<file path="config.mk">
export PLATFORM = sky130hd
export DESIGN_NAME = dual_pll_cfg_loader
export DESIGN_NICKNAME = d
export VERILOG_FILES = /design/src/rtl/pll_cfg_pkg.sv /design/src/rtl/sync_chain.sv /design/src/rtl/cfg_shifter.sv /design/src/rtl/cfg_holding.sv /design/src/rtl/dual_pll_cfg_loader.sv
export SDC_FILE = /design/constraint.sdc
export NUM_CORES = 1
export LEC_CHECK = 0
export BUFFER_PORTS_ARGS = -buffer_cell sky130_fd_sc_hd__buf_2
export CORE_MARGIN = 2
export CORE_UTILIZATION = 40
export CTS_CLUSTER_SIZE = 30
export DETAILED_ROUTE_END_ITERATION = 10
export SKIP_CTS_REPAIR_TIMING = 1
export SLEW_MARGIN = 15
export SYNTH_ARGS = -nofsm -noshare
export SYNTH_HDL_FRONTEND = slang
export SYNTH_SLANG_ARGS = --single-unit
</file>
<file path="constraint.sdc">
create_clock -name clk -period 1.8 [get_ports clk]
set_input_delay 0.18 -clock clk [delete_from_list [all_inputs] [get_ports clk]]
set_output_delay 0.18 -clock clk [all_outputs]
set_load 0.01 [all_outputs]
</file>
<file path="src/rtl/pll_cfg_pkg.sv">
package pll_cfg_pkg;
  localparam int WORD_W = 22;
  localparam int ADDR_W = 2;
  localparam int PAY_W  = WORD_W - ADDR_W;
  localparam int REF_W  = 15;
  localparam int MAIN_W = 11;
  localparam int SWAL_MAX = 7;

  // payload coordinates (shift word minus the address bits)
  localparam int P_POL  = REF_W;
  localparam int P_CUR  = REF_W + 1;
  localparam int P_HIZ  = REF_W + 2;
  localparam int P_MLK  = REF_W + 3;
  localparam int P_MDV  = REF_W + 4;
  localparam int P_MAIN = SWAL_MAX;
  localparam int P_PRE  = SWAL_MAX + MAIN_W;
  localparam int P_PDN  = SWAL_MAX + MAIN_W + 1;

  typedef enum logic [1:0] {
    SEL_LO_REF = 2'b00,
    SEL_LO_CNT = 2'b01,
    SEL_HI_REF = 2'b10,
    SEL_HI_CNT = 2'b11
  } target_e;

  typedef struct packed {
    logic             mon_div;
    logic             mon_lock;
    logic             out_hiz;
    logic             pump_hi;
    logic             phase_pos;
    logic [REF_W-1:0] ref_div;
  } ref_cfg_t;

  typedef struct packed {
    logic              pwr_dn;
    logic              pre_wide;
    logic [MAIN_W-1:0] main_div;
  } cnt_cfg_t;

  function automatic ref_cfg_t unpack_ref(input logic [PAY_W-1:0] p);
    ref_cfg_t r;
    r.ref_div   = p[REF_W-1:0];
    r.phase_pos = p[P_POL];
    r.pump_hi   = p[P_CUR];
    r.out_hiz   = p[P_HIZ];
    r.mon_lock  = p[P_MLK];
    r.mon_div   = p[P_MDV];
    return r;
  endfunction

  function automatic cnt_cfg_t unpack_cnt(input logic [PAY_W-1:0] p);
    cnt_cfg_t c;
    c.main_div = p[P_MAIN +: MAIN_W];
    c.pre_wide = p[P_PRE];
    c.pwr_dn   = p[P_PDN];
    return c;
  endfunction

  localparam cnt_cfg_t CNT_RESET = '{pwr_dn: 1'b1, pre_wide: 1'b0, main_div: '0};
endpackage

</file>
<file path="src/rtl/sync_chain.sv">
module sync_chain #(
  parameter int W      = 3,
  parameter int STAGES = 2
) (
  input  logic         clk,
  input  logic         rst_n,
  input  logic [W-1:0] din,
  output logic [W-1:0] dout
);
  for (genvar g = 0; g < W; g++) begin : g_bit
    logic [STAGES-1:0] ch;
    always_ff @(posedge clk or negedge rst_n) begin
      if (!rst_n) ch <= '0;
      else        ch <= STAGES'({ch, din[g]});
    end
    assign dout[g] = ch[STAGES-1];
  end
endmodule

</file>
<file path="src/rtl/cfg_shifter.sv">
module cfg_shifter #(
  parameter int W = 22
) (
  input  logic         clk,
  input  logic         rst_n,
  input  logic         shift_en,
  input  logic         bit_in,
  output logic [W-1:0] word
);
  always_ff @(posedge clk or negedge rst_n) begin
    if (!rst_n)        word <= '0;
    else if (shift_en) word <= {word[W-2:0], bit_in};
  end
endmodule

</file>
<file path="src/rtl/cfg_holding.sv">
module cfg_holding
  import pll_cfg_pkg::*;
#(
  parameter int SWAL_W = 7
) (
  input  logic              clk,
  input  logic              rst_n,
  input  logic              load_ref,
  input  logic              load_cnt,
  input  logic [PAY_W-1:0]  payload,
  output ref_cfg_t          ref_q,
  output cnt_cfg_t          cnt_q,
  output logic [SWAL_W-1:0] swal_q
);
  always_ff @(posedge clk or negedge rst_n) begin
    if (!rst_n)        ref_q <= '0;
    else if (load_ref) ref_q <= unpack_ref(payload);
  end

  always_ff @(posedge clk or negedge rst_n) begin
    if (!rst_n) begin
      cnt_q  <= CNT_RESET;
      swal_q <= '0;
    end else if (load_cnt) begin
      cnt_q  <= unpack_cnt(payload);
      swal_q <= payload[SWAL_W-1:0];
    end
  end
endmodule

</file>
<file path="src/rtl/dual_pll_cfg_loader.sv">
module dual_pll_cfg_loader
  import pll_cfg_pkg::*;
#(
  parameter int SYNC_STAGES = 2,
  parameter int HI_SWAL_W   = 7,
  parameter int LO_SWAL_W   = 4
) (
  input  logic                 clk,
  input  logic                 rst_n,
  input  logic                 ser_bit_clk_i,
  input  logic                 ser_bit_dat_i,
  input  logic                 ser_strobe_i,
  output logic [14:0]          hi_ref_div_o,
  output logic                 hi_phase_pos_o,
  output logic                 hi_pump_hi_o,
  output logic                 hi_out_hiz_o,
  output logic                 hi_mon_lock_o,
  output logic                 hi_mon_div_o,
  output logic [HI_SWAL_W-1:0] hi_swallow_o,
  output logic [10:0]          hi_main_div_o,
  output logic                 hi_pre_wide_o,
  output logic                 hi_pwr_dn_o,
  output logic [14:0]          lo_ref_div_o,
  output logic                 lo_phase_pos_o,
  output logic                 lo_pump_hi_o,
  output logic                 lo_out_hiz_o,
  output logic                 lo_mon_lock_o,
  output logic                 lo_mon_div_o,
  output logic [LO_SWAL_W-1:0] lo_swallow_o,
  output logic [10:0]          lo_main_div_o,
  output logic                 lo_pre_wide_o,
  output logic                 lo_pwr_dn_o
);
  localparam int NUM_TGT = 1 << ADDR_W;

  // synchronized pin levels: [0] bit clock, [1] data, [2] strobe
  logic [2:0] pin_lvl;
  logic [1:0] last_q;
  logic       bit_rise, bit_lvl, strobe_rise;
  logic [WORD_W-1:0]  shift_word;
  logic [ADDR_W-1:0]  sel;
  logic [NUM_TGT-1:0] load_vec;

  sync_chain #(.W(3), .STAGES(SYNC_STAGES)) u_sync (
    .clk   (clk),
    .rst_n (rst_n),
    .din   ({ser_strobe_i, ser_bit_dat_i, ser_bit_clk_i}),
    .dout  (pin_lvl)
  );

  always_ff @(posedge clk or negedge rst_n) begin
    if (!rst_n) last_q <= '0;
    else        last_q <= {pin_lvl[2], pin_lvl[0]};
  end

  assign bit_rise    = pin_lvl[0] & ~last_q[0];
  assign bit_lvl     = pin_lvl[1];
  assign strobe_rise = pin_lvl[2] & ~last_q[1];

  cfg_shifter #(.W(WORD_W)) u_shift (
    .clk      (clk),
    .rst_n    (rst_n),
    .shift_en (bit_rise),
    .bit_in   (bit_lvl),
    .word     (shift_word)
  );

  assign sel = shift_word[ADDR_W-1:0];

  for (genvar g = 0; g < NUM_TGT; g++) begin : g_load
    assign load_vec[g] = strobe_rise && (sel == ADDR_W'(g));
  end

  ref_cfg_t hi_ref, lo_ref;
  cnt_cfg_t hi_cnt, lo_cnt;

  cfg_holding #(.SWAL_W(LO_SWAL_W)) u_lo (
    .clk      (clk),
    .rst_n    (rst_n),
    .load_ref (load_vec[SEL_LO_REF]),
    .load_cnt (load_vec[SEL_LO_CNT]),
    .payload  (shift_word[WORD_W-1:ADDR_W]),
    .ref_q    (lo_ref),
    .cnt_q    (lo_cnt),
    .swal_q   (lo_swallow_o)
  );

  cfg_holding #(.SWAL_W(HI_SWAL_W)) u_hi (
    .clk      (clk),
    .rst_n    (rst_n),
    .load_ref (load_vec[SEL_HI_REF]),
    .load_cnt (load_vec[SEL_HI_CNT]),
    .payload  (shift_word[WORD_W-1:ADDR_W]),
    .ref_q    (hi_ref),
    .cnt_q    (hi_cnt),
    .swal_q   (hi_swallow_o)
  );

  assign hi_ref_div_o   = hi_ref.ref_div;
  assign hi_phase_pos_o = hi_ref.phase_pos;
  assign hi_pump_hi_o   = hi_ref.pump_hi;
  assign hi_out_hiz_o   = hi_ref.out_hiz;
  assign hi_mon_lock_o  = hi_ref.mon_lock;
  assign hi_mon_div_o   = hi_ref.mon_div;
  assign hi_main_div_o  = hi_cnt.main_div;
  assign hi_pre_wide_o  = hi_cnt.pre_wide;
  assign hi_pwr_dn_o    = hi_cnt.pwr_dn;

  assign lo_ref_div_o   = lo_ref.ref_div;
  assign lo_phase_pos_o = lo_ref.phase_pos;
  assign lo_pump_hi_o   = lo_ref.pump_hi;
  assign lo_out_hiz_o   = lo_ref.out_hiz;
  assign lo_mon_lock_o  = lo_ref.mon_lock;
  assign lo_mon_div_o   = lo_ref.mon_div;
  assign lo_main_div_o  = lo_cnt.main_div;
  assign lo_pre_wide_o  = lo_cnt.pre_wide;
  assign lo_pwr_dn_o    = lo_cnt.pwr_dn;
endmodule

</file>
==> flow_summary.ini <==
[status]
status = finished, final reports clean

[synthesis]
synth_compound_area_share_pct = 0
synth-adder-area-share_pct = 0
muxShareOfSynthArea_pct = 29.14
synth_top_area_share_pct = 66.43
synth-xor-area-share_pct = 0
ys_seq_elements = 107
syn_inst = 221
synth_area_leaders = dfrtp_1, mux2_2, mux2_4, dfstp_2, buf_2
yosysWarnings = 0
synthSimpleGateAreaFrac_pct = 1.392
synth_top_cell_by_area = dfrtp_1
ys_types = 13
synth_top_family_by_area = multiplexers
synth_area_per_cell_um2 = 17.90
syn-num-nets = 226
synthesis.area_mm2 = 0.003955
ys_seq_area_share_pct = 67.76

[finish]
syn_to_final_growth_pct = 21.96
stdcell_count = 456
post_route_cells_drive_above_1_share_pct = 64.09
n_fill_cell = 861
seqCellArea_mm2 = 0.002680
postLayoutCellArea_mm2 = 0.004823
nNetsFinal = 323
multi_input_area_mm2 = 0.001219
n_antenna_cell = 0

[place]
port_buffers = 81
place_area_mm2 = 0.004593
gp_congestion = 0.6905
hpwl_mm = 4.626
dp.cells = 436

[worst_setup_path]
slowest_delay_ns = 0.46
start_kind = register
cp_slowest_cell = dfrtp_1
crit_fanout = 14
path_cells = nor4b_4, buf_4, mux2_2
arrival_ns = 1.77
crit_path_end_kind = register
critPathCapture = u_lo.ref_q[0]$_DFFE_PN0P_
reg2reg_slack_ns = 0.27
crit_path_start = u_shift.word[1]$_DFFE_PN0P_
required_ns = 2.04
critPathKind = reg2reg
reg2reg_to = u_lo.ref_q[0]$_DFFE_PN0P_
r2r-start = u_shift.word[1]$_DFFE_PN0P_
rr_worst_depth = 3

[sta]
setup-violations-final = 0
slew_headroom_pct = 62.06
fin_crit_sh_pct = 85.16
rsz0062_at_grt = no
finalMaxSlewViolations = 0
worstMarginPinSlew_ns = 0.5691
fmax_mhz = 652.4
period_minus_slack_ns = 1.533
hold_viol = 0
finalSetupTns_ns = 0
clock-skew-final_ns = 0.01758

[power]
ir_worst_vdd_mv = 0.7991
p_leak_nw = 2.501
power.density_mw_per_mm2 = 1339
p_total_w = 0.006460

[floorplan]
ioPinCount = 82
initial_utilization_pct = 40.84
num_rows = 36
die_w_um = 103.4
core_area_mm2 = 0.009684
die_y_um = 103.4
design.die.area_mm2 = 0.01070

[clock_tree]
cts_tree = yes
clk_path_buf_depth = 2
clk_pin_slew_ns = 0.08
clkLatencyLatePin_ns = 0.36
htree_num_levels = 3
numCtsBuffers = 9
cts_sinks = 107
clockRootBuffer = clkbuf_8

[grt]
grt_overflow_total = 0
grtUsageTotal_pct = 14.24
grt_pass1_wl_mm = 11.32
antenna_found_initial = 0
grt_pass1_vias = 2109
grt_max_degree = 108

[hold_path]
hold_path_class = reg2reg

[routing]
drtAntennaViolNets = 0
route.detailed.drc = 0
drtPass1Iterations = 4
routed_wl_mm = 7.160
wl_per_cell_um = 15.70
drtIter0Drc = 48
via_per_inst = 4.732
num_vias = 2158

[flow_run]
cap_violations = 0
cells in the mapped netlist:
cell / count
and4bb_2: 1
mux2_2: 88
dfrtp_1: 105
and4bb_1: 1
mux2_4: 10
buf_2: 6
buf_6: 2
buf_4: 2
dfstp_2: 2
nand4b_1: 1
nor4b_2: 1
mux2_1: 1
nor2b_1: 1
logic make-up after synthesis:
| logic type | Yosys count |
|---|---|
| flip-flops | 107 |
| multiplexers | 99 |
| buffers and inverters | 10 |
| AND/OR/NAND/NOR | 5 |
cell type report:
cell class / count / area share, %
clock buffer: 14 / 3.165
clock inverter: 2 / 0.7782
multi-input combinational: 104 / 25.27
sequential: 107 / 55.56
tap: 133 / 3.450
timing repair buffer: 96 / 11.78
state kept, by name (all words and copies together) (netlist names):
signal           flops
last_q               2
u_lo.cnt_q          13
u_hi.swal_q          7
u_sync.g_bit.ch      6
u_hi.ref_q          20
u_lo.ref_q          20
u_shift.word        22
u_lo.swal_q          4
u_hi.cnt_q          13
worst max-delay path: cells and delay by family (launching register included):
family | cells | cell delay [ns]
buffers and inverters | 1 | 0.28
flip-flops | 1 | 0.46
multiplexers | 1 | 0.36
AND/OR/NAND/NOR | 1 | 0.32
layout by cell type (no fill, tap or decap):
cell type,synthesis,layout
and4bb_1,1,1
and4bb_2,1,1
buf_12,0,3
buf_2,6,80
buf_4,2,9
bufinv_16,0,1
clkbuf_1,0,4
clkbuf_8,0,10
clkinvlp_4,0,1
dfrtp_1,105,105
dfstp_2,2,2
dlygate4sd3_1,0,4
mux2_1,1,1
mux2_2,88,88
mux2_4,10,10
nand4b_1,1,1
nor2b_2,0,1
nor4b_4,0,1
worst min path at each step:
stage	start	slack, ns	depth (start not counted)	endpoint
after floorplan	rst_n	-0.12	0	last_q[0]$_DFF_PN0_
after global placement	ser_strobe_i	0.29	1	u_sync.g_bit[2].ch[0]$_DFF_PN0_
after detailed placement	ser_strobe_i	0.29	1	u_sync.g_bit[2].ch[0]$_DFF_PN0_
after CTS	rst_n	-0.1	2	u_lo.cnt_q[1]$_DFFE_PN0P_
after global routing	u_sync.g_bit[1].ch[0]$_DFF_PN0_	0.37	0	u_sync.g_bit[1].ch[1]$_DFF_PN0_
final	u_sync.g_bit[2].ch[0]$_DFF_PN0_	0.36	0	u_sync.g_bit[2].ch[1]$_DFF_PN0_
power breakdown:
group / internal, W / total (W) / switching (W)
logic: 0.000882 / 0.00154 / 0.000661
clock network: 0.000686 / 0.00143 / 0.000748
registers: 0.00303 / 0.00348 / 0.000457
total: 0.00459 / 0.00646 / 0.00187
metrics by stage:
step           util (%)  worst slack [ns]  hold WS (ns)
2_1_floorplan         -            0.4261       -0.1156
3_3_place_gp      47.43            0.3294        0.2903
3_5_place_dp      47.43            0.2459        0.2897
4_1_cts           49.39            0.2520      -0.09628
5_1_grt           49.81            0.1957        0.3716
6_report          49.81            0.2671        0.3569
metal layers:
| metal | part of all wire (%) | global-route usage [%] | vias up | wire length, um |
|---|---|---|---|---|
| met5 | 0 | 0 | - | 0 |
| met4 | 0.64 | 5.162 | 0 | 46 |
| met3 | 6.5 | 4.973 | 7 | 463 |
| met2 | 45 | 19.95 | 57 | 3216 |
| met1 | 48 | 20.55 | 1111 | 3432 |
| li1 | - | - | 983 | - |
Note: power is estimated with default switching activity, not from simulation.
